===== src/rtl/lpseq_pkg.sv =====
package lpseq_pkg;

  typedef enum logic [2:0] {
    CMD_DESEL,
    CMD_NOP,
    CMD_PREA,
    CMD_REF,
    CMD_MRS,
    CMD_EMRS,
    CMD_DPD
  } seq_cmd_e;

  typedef enum logic [3:0] {
    ST_OFF,
    ST_PWR_WAIT,
    ST_PRE_GAP,
    ST_REF_GAP,
    ST_MRS_GAP,
    ST_EMRS_GAP,
    ST_READY,
    ST_DPD_PRE_GAP,
    ST_DPD
  } seq_state_e;

  localparam logic [1:0] BA_MAIN = 2'b00;
  localparam logic [1:0] BA_EXT  = 2'b10;

  // {cs_n, ras_n, cas_n, we_n}
  function automatic logic [3:0] cmd_code(seq_cmd_e c);
    case (c)
      CMD_NOP:  cmd_code = 4'b0111;
      CMD_PREA: cmd_code = 4'b0010;
      CMD_REF:  cmd_code = 4'b0001;
      CMD_MRS:  cmd_code = 4'b0000;
      CMD_EMRS: cmd_code = 4'b0000;
      CMD_DPD:  cmd_code = 4'b0110;
      default:  cmd_code = 4'b1111;
    endcase
  endfunction

endpackage


===== src/rtl/lpseq_timer.sv =====
module lpseq_timer #(
  parameter int CNT_W = 8
) (
  input  logic             clk,
  input  logic             rst_n,
  input  logic             load_i,
  input  logic [CNT_W-1:0] load_val_i,
  output logic             done_o
);
  logic [CNT_W-1:0] cnt_q;

  always_ff @(posedge clk or negedge rst_n) begin
    if (!rst_n)               cnt_q <= '0;
    else if (load_i)          cnt_q <= load_val_i;
    else if (cnt_q != '0)     cnt_q <= cnt_q - 1'b1;
  end

  assign done_o = (cnt_q == '0);


  timer_hold_chk: assert property (@(posedge clk) disable iff (!rst_n)
    (!load_i && cnt_q == '0) |=> (cnt_q == '0));

endmodule


===== src/rtl/lpseq_ctrl.sv =====
module lpseq_ctrl
  import lpseq_pkg::*;
#(
  parameter int PWR_CYC  = 25000,
  parameter int TRP_CYC  = 3,
  parameter int TRC_CYC  = 9,
  parameter int NREF     = 8,
  parameter int TMRD_CYC = 2
) (
  input  logic     clk,
  input  logic     rst_n,
  input  logic     start_i,
  input  logic     dpd_req_i,
  input  logic     wake_req_i,
  input  logic     banks_open_i,
  output seq_cmd_e cmd_o,
  output logic     cke_o,
  output logic     ready_o
);
  localparam int MAXW  = (PWR_CYC > TRC_CYC) ? PWR_CYC : TRC_CYC;
  localparam int MAXG  = (MAXW > TRP_CYC) ? ((MAXW > TMRD_CYC) ? MAXW : TMRD_CYC)
                                          : ((TRP_CYC > TMRD_CYC) ? TRP_CYC : TMRD_CYC);
  localparam int CNT_W = $clog2(MAXG + 1);
  localparam int REF_W = $clog2(NREF + 1);
  localparam logic [CNT_W-1:0] PWR_LD  = CNT_W'(PWR_CYC - 1);
  localparam logic [CNT_W-1:0] TRP_LD  = CNT_W'(TRP_CYC - 1);
  localparam logic [CNT_W-1:0] TRC_LD  = CNT_W'(TRC_CYC - 1);
  localparam logic [CNT_W-1:0] TMRD_LD = CNT_W'(TMRD_CYC - 1);
  localparam logic [REF_W-1:0] REF_ALL = REF_W'(NREF);

  seq_state_e       state_q, state_d;
  logic [REF_W-1:0] ref_q, ref_d;
  logic             tmr_load, tmr_done;
  logic [CNT_W-1:0] tmr_val;

  lpseq_timer #(.CNT_W(CNT_W)) u_timer (
    .clk        (clk),
    .rst_n      (rst_n),
    .load_i     (tmr_load),
    .load_val_i (tmr_val),
    .done_o     (tmr_done)
  );

  always_comb begin
    state_d  = state_q;
    ref_d    = ref_q;
    cmd_o    = CMD_NOP;
    tmr_load = 1'b0;
    tmr_val  = '0;
    case (state_q)
      ST_OFF: begin
        cmd_o = CMD_DESEL;
        if (start_i) begin
          cmd_o    = CMD_NOP;
          state_d  = ST_PWR_WAIT;
          tmr_load = 1'b1;
          tmr_val  = PWR_LD;
        end
      end
      ST_PWR_WAIT: if (tmr_done) begin
        cmd_o    = CMD_PREA;
        state_d  = ST_PRE_GAP;
        tmr_load = 1'b1;
        tmr_val  = TRP_LD;
      end
      ST_PRE_GAP: if (tmr_done) begin
        cmd_o    = CMD_REF;
        state_d  = ST_REF_GAP;
        ref_d    = REF_W'(1);
        tmr_load = 1'b1;
        tmr_val  = TRC_LD;
      end
      ST_REF_GAP: if (tmr_done) begin
        tmr_load = 1'b1;
        if (ref_q < REF_ALL) begin
          cmd_o   = CMD_REF;
          ref_d   = ref_q + 1'b1;
          tmr_val = TRC_LD;
        end else begin
          cmd_o   = CMD_MRS;
          state_d = ST_MRS_GAP;
          tmr_val = TMRD_LD;
        end
      end
      ST_MRS_GAP: if (tmr_done) begin
        cmd_o    = CMD_EMRS;
        state_d  = ST_EMRS_GAP;
        tmr_load = 1'b1;
        tmr_val  = TMRD_LD;
      end
      ST_EMRS_GAP: if (tmr_done) state_d = ST_READY;
      ST_READY: if (dpd_req_i) begin
        if (banks_open_i) begin
          cmd_o    = CMD_PREA;
          state_d  = ST_DPD_PRE_GAP;
          tmr_load = 1'b1;
          tmr_val  = TRP_LD;
        end else begin
          cmd_o   = CMD_DPD;
          state_d = ST_DPD;
        end
      end
      ST_DPD_PRE_GAP: if (tmr_done) begin
        cmd_o   = CMD_DPD;
        state_d = ST_DPD;
      end
      ST_DPD: begin
        cmd_o = CMD_DESEL;
        if (wake_req_i) begin
          cmd_o    = CMD_NOP;
          state_d  = ST_PWR_WAIT;
          tmr_load = 1'b1;
          tmr_val  = PWR_LD;
        end
      end
      default: state_d = ST_OFF;
    endcase
  end

  assign cke_o = (state_d != ST_OFF) && (state_d != ST_DPD);

  always_ff @(posedge clk or negedge rst_n) begin
    if (!rst_n) begin
      state_q <= ST_OFF;
      ref_q   <= '0;
    end else begin
      state_q <= state_d;
      ref_q   <= ref_d;
    end
  end

  assign ready_o = (state_q == ST_READY);


  ref_count_chk: assert property (@(posedge clk) disable iff (!rst_n)
    (cmd_o == CMD_MRS) |-> (ref_q == REF_ALL));


  wake_only_dpd_chk: assert property (@(posedge clk) disable iff (!rst_n)
    (state_q == ST_READY && !dpd_req_i) |=> (state_q == ST_READY));

endmodule


===== src/rtl/lpseq_pin_drv.sv =====
module lpseq_pin_drv
  import lpseq_pkg::*;
#(
  parameter int ADDR_W = 12,
  parameter int BA_W   = 2,
  parameter int MODE_W = 7,
  parameter int EXT_W  = 5,
  parameter int AP_BIT = 10
) (
  input  logic              clk,
  input  logic              rst_n,
  input  seq_cmd_e          cmd_i,
  input  logic              cke_i,
  input  logic [MODE_W-1:0] mode_op_i,
  input  logic [EXT_W-1:0]  ext_op_i,
  output logic              cke_o,
  output logic [3:0]        code_o,
  output logic [BA_W-1:0]   ba_o,
  output logic [ADDR_W-1:0] addr_o
);
  logic [ADDR_W-1:0] addr_d;
  logic [BA_W-1:0]   ba_d;

  always_comb begin
    addr_d = '0;
    ba_d   = '0;
    case (cmd_i)
      CMD_PREA: addr_d[AP_BIT] = 1'b1;
      CMD_MRS: begin
        addr_d[MODE_W-1:0] = mode_op_i;
        ba_d               = BA_W'(BA_MAIN);
      end
      CMD_EMRS: begin
        addr_d[EXT_W-1:0] = ext_op_i;
        ba_d              = BA_W'(BA_EXT);
      end
      default: ;
    endcase
  end

  always_ff @(posedge clk or negedge rst_n) begin
    if (!rst_n) begin
      cke_o  <= 1'b0;
      code_o <= 4'b1111;
      ba_o   <= '0;
      addr_o <= '0;
    end else begin
      cke_o  <= cke_i;
      code_o <= cmd_code(cmd_i);
      ba_o   <= ba_d;
      addr_o <= addr_d;
    end
  end

endmodule


===== src/rtl/lpsdram_pwr_seq.sv =====
module lpsdram_pwr_seq
  import lpseq_pkg::*;
#(
  parameter int PWR_CYC  = 25000,
  parameter int TRP_CYC  = 3,
  parameter int TRC_CYC  = 9,
  parameter int NREF     = 8,
  parameter int TMRD_CYC = 2
) (
  input  logic        clk,
  input  logic        rst_n,
  input  logic        start_i,
  input  logic        dpd_req_i,
  input  logic        wake_req_i,
  input  logic        banks_open_i,
  input  logic [6:0]  mode_op_i,
  input  logic [4:0]  ext_op_i,
  output logic        cke_o,
  output logic        cs_n_o,
  output logic        ras_n_o,
  output logic        cas_n_o,
  output logic        we_n_o,
  output logic [1:0]  ba_o,
  output logic [11:0] addr_o,
  output logic        ready_o
);
  seq_cmd_e   cmd;
  logic       cke_next;
  logic [3:0] code;

  lpseq_ctrl #(
    .PWR_CYC (PWR_CYC),
    .TRP_CYC (TRP_CYC),
    .TRC_CYC (TRC_CYC),
    .NREF    (NREF),
    .TMRD_CYC(TMRD_CYC)
  ) u_ctrl (
    .clk          (clk),
    .rst_n        (rst_n),
    .start_i      (start_i),
    .dpd_req_i    (dpd_req_i),
    .wake_req_i   (wake_req_i),
    .banks_open_i (banks_open_i),
    .cmd_o        (cmd),
    .cke_o        (cke_next),
    .ready_o      (ready_o)
  );

  lpseq_pin_drv #(
    .ADDR_W(12), .BA_W(2), .MODE_W(7), .EXT_W(5), .AP_BIT(10)
  ) u_drv (
    .clk       (clk),
    .rst_n     (rst_n),
    .cmd_i     (cmd),
    .cke_i     (cke_next),
    .mode_op_i (mode_op_i),
    .ext_op_i  (ext_op_i),
    .cke_o     (cke_o),
    .code_o    (code),
    .ba_o      (ba_o),
    .addr_o    (addr_o)
  );

  assign {cs_n_o, ras_n_o, cas_n_o, we_n_o} = code;

  logic pin_nop, pin_load;
  assign pin_nop  = ({cs_n_o, ras_n_o, cas_n_o, we_n_o} == 4'b0111);
  assign pin_load = ({cs_n_o, ras_n_o, cas_n_o, we_n_o} == 4'b0000);


  cke_rise_nop_chk: assert property (@(posedge clk) disable iff (!rst_n)
    $rose(cke_o) |-> (pin_nop || cs_n_o));


  cke_fall_dpd_chk: assert property (@(posedge clk) disable iff (!rst_n)
    $fell(cke_o) |-> ({cs_n_o, ras_n_o, cas_n_o, we_n_o} == 4'b0110));


  load_bank_chk: assert property (@(posedge clk) disable iff (!rst_n)
    pin_load |-> (ba_o[0] == 1'b0));


  load_gap_chk: assert property (@(posedge clk) disable iff (!rst_n)
    pin_load |=> pin_nop);


  ready_nop_chk: assert property (@(posedge clk) disable iff (!rst_n)
    ready_o |-> (cke_o && pin_nop));

endmodule


===== config.mk =====
export PLATFORM = sky130hd
export DESIGN_NAME = lpsdram_pwr_seq
export DESIGN_NICKNAME = d
export VERILOG_FILES = /design/src/rtl/lpseq_pkg.sv /design/src/rtl/lpseq_timer.sv /design/src/rtl/lpseq_ctrl.sv /design/src/rtl/lpseq_pin_drv.sv /design/src/rtl/lpsdram_pwr_seq.sv
export SDC_FILE = /design/constraint.sdc
export NUM_CORES = 1
export LEC_CHECK = 0
export ABC_AREA = 1
export BUFFER_PORTS_ARGS = -buffer_cell sky130_fd_sc_hd__clkbuf_2
export CORE_ASPECT_RATIO = 0.5
export CORE_MARGIN = 2
export CORE_UTILIZATION = 31
export CTS_BUF_LIST = sky130_fd_sc_hd__clkbuf_8
export CTS_CLUSTER_SIZE = 12
export DETAILED_ROUTE_END_ITERATION = 10
export MAX_ROUTING_LAYER = met4
export SLEW_MARGIN = 15
export SYNTH_ARGS = -nofsm -noshare
export SYNTH_HDL_FRONTEND = slang
export SYNTH_SLANG_ARGS = --single-unit

===== constraint.sdc =====
create_clock -name clk -period 2.2 [get_ports clk]
set_input_delay 0.66 -clock clk [delete_from_list [all_inputs] [get_ports clk]]
set_output_delay 0.66 -clock clk [all_outputs]
set_load 0.01 [all_outputs]

==> impl_metrics.tcl, run 1 <==
set metrics [dict create \
    h-tree-depth 2 \
    syn_to_final_growth_pct 16.7 \
    ys_seq_elements 37 \
    top_usage_layer "met2" \
    yosys-top-cells-count "nand2_1 (62), nor2_1 (36), dfrtp_1 (33)" \
    drc 0 \
    cts_tree "done" \
    grt_use_met2_pct 21.1 \
    synthSimpleGateAreaFrac_pct 37.2 \
    multiInputGateArea_sq_um 1040 \
    synth-edff-count 0 \
    skew_ns 0.00594 \
    grt_max_degree 31 \
    seq_area_frac_synth_pct 43.6 \
    grt_use_total_pct 13.3 \
    synth_area_leaders "dfrtp_1 (39%), nand2_1 (11%), nand3_1 (6.3%), nor2_1 (6.3%), dfstp_2 (4.9%)" \
    yosys.area_share.xor_xnor_pct 4.11 \
    cts_root_buffer "clkbuf_8" \
    grt_pass1_wl_mm 7.87 \
    first_global_vias 1749 \
    start_util_pct 32.0 \
    routed_via_density 4.57 \
    yosys_warnings 0 \
    ant_nets 0 \
    drt_iter0_markers 108 \
    p_total_mw 2.61 \
    dieHeight_um 62.7 \
    slew_viol_final 0 \
    boundaryPins 38 \
    syn_avg_cell_area_sq_um 7.90 \
    fin_nets 327 \
    numClockSinks 37 \
    grt_util_met1_pct 17.1 \
    fin_crit_ns 1.92 \
    netlist.area_leader.share_pct 38.7 \
    arrival_ns 1.26 \
    cts_resized 0 \
    power.leakage_nw 1.36 \
    rows 21 \
    end_kind "output pin" \
    fin_crit_sh_pct 87.3 \
    core_area_sq_um 6670 \
    synth_area_sq_um 2130 \
    async_reset_ff_share_pct 100 \
    antenna_found_initial 0 \
    synth_fa_ha_area_share_pct 1.17 \
    synth-compound-area-share_pct 5.16 \
    clockBufferDepth 2 \
    postPlaceCellArea_sq_um 2370 \
    finalSetupViolCount 0 \
    post_route_cells_drive_above_1_share_pct 23.4 \
    clk_latency_ns 0.29 \
    synth_top_family_by_area "simple AND/OR/NAND/NOR gates" \
    synthMostInstantiatedCell "nand2_1" \
    path_max_fanout 6 \
    wl_mm 4.51 \
    cap_viol_max_count 0 \
    fmax_ghz 0.521 \
    vias 1827 \
    hold_buffers 0 \
    synth_top_area_cell "dfrtp_1" \
    cts_made_buffers 5 \
    syn_inst 270 \
    drt_pass1_iterations 4 \
    path_class "flop to output pin" \
    preCtsSetupSlack_ns 0.367 \
    die_area_sq_um 7600 \
    io_buffers 32 \
    final_util_pct 37.3 \
    die_x_um 121 \
    diodes 0 \
    overflow 0 \
    slew-limit-headroom_pct 50.8 \
    rsz0062_at_grt "false" \
    hold_viol 0 \
    wl_per_cell_um 11.3 \
    grtUsageMet3_pct 2.19 \
    min_path_type "primary input to async pin" \
    clkTransAtPathRegs_ns 0.07 \
    place_congestion 0.836 \
    p_per_area_nw_per_um2 1050 \
    ir_drop_uv 373 \
    cts_setup_buffers 0 \
    seq_area_sq_um 931 \
    crit_path_start_kind "flop" \
    dp.final_hpwl_mm 3.53 \
    setup_slack_ns 0.279 \
    fin_setup_tns_ns 0 \
    synth_top_flop_cell "dfrtp_1" \
    worst_pin_slew_ns 0.739 \
    stdcell_area_sq_um 2490 \
    synthMuxAreaShare_pct 0 \
    required_ns 1.54 \
    status "complete, no violations" \
    final.fill_count 688 \
    ys_types 33 \
]
==> sequential cells by signal, summed over array words and instances, names as in the netlist <==
signal,flops
u_ctrl.u_timer.cnt_q,15
u_drv.cke_o,1
u_drv.addr_o,8
u_drv.code_o,4
u_drv.ba_o,1
u_ctrl.ref_q,4
u_ctrl.state_q,4
==> metal layers <==
| layer | routed length, um | vias to the layer above |
|---|---|---|
| li1 | - | 920 |
| met1 | 2150 | 851 |
| met2 | 2110 | 48 |
| met3 | 165 | 8 |
| met4 | 80 | 0 |
| met5 | 0 | - |
==> kinds of logic (layout without fill, tap and decap cells) <==
logic type	after synthesis	count (layout)
and+or+nand+nor	162	162
buffers and inverters	38	72
adders and majority gates	2	2
xor gates and xnor gates	10	10
DFF	37	37
AOI/OAI and AO/OA	20	20
other	1	5
==> layout make-up <==
cell class              instances  area share, %
inverters                      30           4.67
multi-input cells             199           41.6
flip-flops and latches         37           37.4
clock buffers                   6           3.32
repair buffers                 34           7.04
clock inverters                 2           1.36
well taps                      92           4.62
==> worst max-delay path, cell delays in order (launching register included) <==
cell      delay [ns]
dfrtp_1         0.43
inv_2           0.09
nand2_1         0.09
nor2_2          0.20
clkbuf_2        0.17
==> power by group <==
group | switching (mW) | total, mW | internal [mW]
clock | 0.231 | 0.596 | 0.365
combinational | 0.608 | 0.971 | 0.364
sequential | 0.165 | 1.04 | 0.873
total | 1.00 | 2.61 | 1.60
==> cells in the final DEF (no fill, tap or decap) <==
master,count
nand3b_1,2
nor3_1,7
nor2_2,6
clkbuf_8,6
a211oi_1,1
clkinv_2,1
nor2_1,36
inv_1,27
xor2_1,8
a21o_1,1
nand2_4,3
nor3_4,1
clkbuf_2,32
inv_4,1
nand2_2,6
nor2_4,4
a21oi_1,12
xnor2_1,2
o21a_1,2
dfstp_2,4
nand3_2,2
inv_2,2
conb_1,5
o21ai_0,3
nand3_1,27
and2_1,1
nand2_1,62
ha_1,2
nand4_1,4
bufinv_16,1
nor2_8,1
buf_4,2
o21ai_1,1
dfrtp_1,33
==> stage by stage <==
stage | cells | hold WS, ns
after floorplan | 274 | 0.364
after global placement | 392 | 0.488
after detailed placement | 392 | 0.500
after CTS | 400 | 0.444
after global routing | 400 | 0.482
final | 400 | 0.425
==> final timing paths <==
path                                         startpoint                 endpoint  slack (ns)  cells after the start
worst max-delay path                  u_ctrl.state_q[3]                  ready_o        0.28                      4
worst min-delay path                              rst_n        u_ctrl.state_q[3]        0.42                      1
worst max register to register  u_ctrl.u_timer.cnt_q[0]              u_drv.cke_o        0.35                     10
worst min register to register          u_ctrl.ref_q[0]          u_ctrl.ref_q[0]        0.51                      1
max in group asynchronous                         rst_n  u_ctrl.u_timer.cnt_q[9]        1.21                      2
min in group clk                        u_ctrl.ref_q[0]          u_ctrl.ref_q[0]        0.51                      1
Power figures use the tool's default switching activity.
==> inputs of run 2 (changes only) <==
CTS_BUF_LIST = sky130_fd_sc_hd__clkbuf_4   (was sky130_fd_sc_hd__clkbuf_8)
CTS_CLUSTER_SIZE = 16   (was 12)
==> impl_metrics.tcl, run 2 (synthesis results as in run 1) <==
set metrics [dict create \
    p_sw_share_pct 39.8 \
    routed_via_density 4.54 \
    fin_nets 327 \
    final_cell_mix "nand2_1 (62), nor2_1 (36), dfrtp_1 (33), clkbuf_2 (32), nand3_1 (27)" \
    layout_commonest_cell "nand2_1" \
    hold_buffers 0 \
    fmax_ghz 0.506 \
    drc 0 \
    cts_setup_buffers 0 \
    skew_ns 0.0111 \
    numClockSinks 37 \
    path_max_fanout 6 \
    core_area_sq_um 6670 \
    drt_pass1_iterations 4 \
    path_class "flop to output pin" \
    finalSetupViolCount 0 \
    preCtsSetupSlack_ns 0.367 \
    cts_resized 0 \
    grt_pass1_wl_mm 7.85 \
    worst_pin_slew_ns 0.745 \
    die_area_sq_um 7600 \
    clockPowerShare_pct 18.6 \
    ff2ff_setup_slack_ns 0.33 \
    min_path_type "primary input to async pin" \
    diodes 0 \
    drt_iter0_markers 92 \
    setup_slack_ns 0.222 \
    vias 1815 \
    dieHeight_um 62.7 \
    combPwrFrac_pct 39.3 \
    clockBufferDepth 2 \
    rsz0062_at_grt "false" \
    hold_viol 0 \
    place_congestion 0.836 \
    syn_to_final_growth_pct 15.0 \
    slew-limit-headroom_pct 50.3 \
    cap_viol_max_count 0 \
    ir_drop_uv 363 \
    wl_per_cell_um 11.2 \
    start_util_pct 32.0 \
    rows 21 \
    io_buffers 32 \
    slew_viol_final 0 \
    dp.final_hpwl_mm 3.53 \
    r2r_end "u_drv.cke_o" \
    cts_root_buffer "clkbuf_4" \
    largest_reg_flops 15 \
    fin_crit_sh_pct 89.9 \
    timing.rr.start "u_ctrl.u_timer.cnt_q[0]" \
    top_regs "u_ctrl.u_timer.cnt_q: 15 flops, u_drv.addr_o: 8 flops" \
    top_register "u_ctrl.u_timer.cnt_q" \
    intPower_mw 1.48 \
    end_kind "output pin" \
    antenna_found_initial 0 \
    p_per_area_nw_per_um2 1010 \
    first_global_vias 1747 \
    power.leakage_nw 1.34 \
    final_util_pct 36.7 \
    post_route_cells_drive_above_1_share_pct 23.4 \
    fin_setup_tns_ns 0 \
    arrival_ns 1.32 \
    crit_path_start_kind "flop" \
    status "complete, no violations" \
    clkTransAtPathRegs_ns 0.11 \
    p_switching_mw 0.982 \
    clk_latency_ns 0.33 \
    boundaryPins 38 \
    cts_tree "done" \
    die_x_um 121 \
    grt_use_total_pct 13.2 \
    h-tree-depth 2 \
    wl_mm 4.47 \
    grt_max_degree 31 \
    fin_crit_ns 1.98 \
    required_ns 1.54 \
    ant_nets 0 \
    overflow 0 \
    seqPwrFrac_pct 42.1 \
    worstRegToRegCells 10 \
    cts_made_buffers 5 \
]
==> run 2: cell types whose count changed in the layout (fill, tap and decap cells not counted) <==
cell,change
clkinv_1,+1
clkbuf_8,-6
clkbuf_4,+6
inv_1,-1
==> run 2: layout make-up <==
type | instances | area [sq um]
repair buffers | 34 | 175
clock buffers | 6 | 45.0
fillers | 691 | 4220
inverters | 30 | 116
flip-flops and latches | 37 | 931
multi-input cells | 199 | 1040
clock inverters | 2 | 33.8
well taps | 92 | 115
==> run 2: worst max-delay path by stage <==
stage                            start     endpoint  slack, ns  depth (start not counted)
6_report             u_ctrl.state_q[3]      ready_o       0.22                          4
5_1_grt              u_ctrl.state_q[3]      ready_o       0.09                          4
4_1_cts              u_ctrl.state_q[0]      ready_o       0.21                          4
3_5_place_dp   u_ctrl.u_timer.cnt_q[0]  u_drv.cke_o       0.37                         10
2_1_floorplan  u_ctrl.u_timer.cnt_q[0]  u_drv.cke_o       0.57                         12
3_3_place_gp   u_ctrl.u_timer.cnt_q[0]  u_drv.cke_o       0.38                         10
==> run 2: worst max-delay path: stages (launching register included) <==
cell and delay [ns]:
dfrtp_1 0.44, inv_2 0.09, nand2_1 0.09, nor2_2 0.20, clkbuf_2 0.17
==> run 2: power groups by stage <==
stage	combinational (mW)	sequential (mW)	clock [mW]
6_report	0.970	1.04	0.460
3_3_place_gp	0.964	1.05	0
5_1_grt	1.11	1.06	0.513
2_1_floorplan	0.774	1.02	0
3_5_place_dp	0.974	1.05	0
4_1_cts	0.978	1.04	0.473
==> run 2: through the flow <==
| step | instances | hold slack (ns) | total power [mW] | instance area (sq um) |
|---|---|---|---|---|
| after floorplan | 274 | 0.364 | 1.79 | 2150 |
| after global routing | 400 | 0.406 | 2.68 | 2450 |
| after CTS | 400 | 0.387 | 2.49 | 2450 |
| after global placement | 392 | 0.488 | 2.01 | 2370 |
| after detailed placement | 392 | 0.500 | 2.02 | 2370 |
| final | 400 | 0.376 | 2.47 | 2450 |
==> run 2: per-layer routing <==
metal | track usage [%] | wire length [um] | vias up
li1 | - | - | 921
met2 | 21.1 | 2090 | 37
met3 | 2.46 | 123 | 8
met5 | - | 0 | -
met4 | 4.02 | 66 | 0
met1 | 17.1 | 2190 | 849
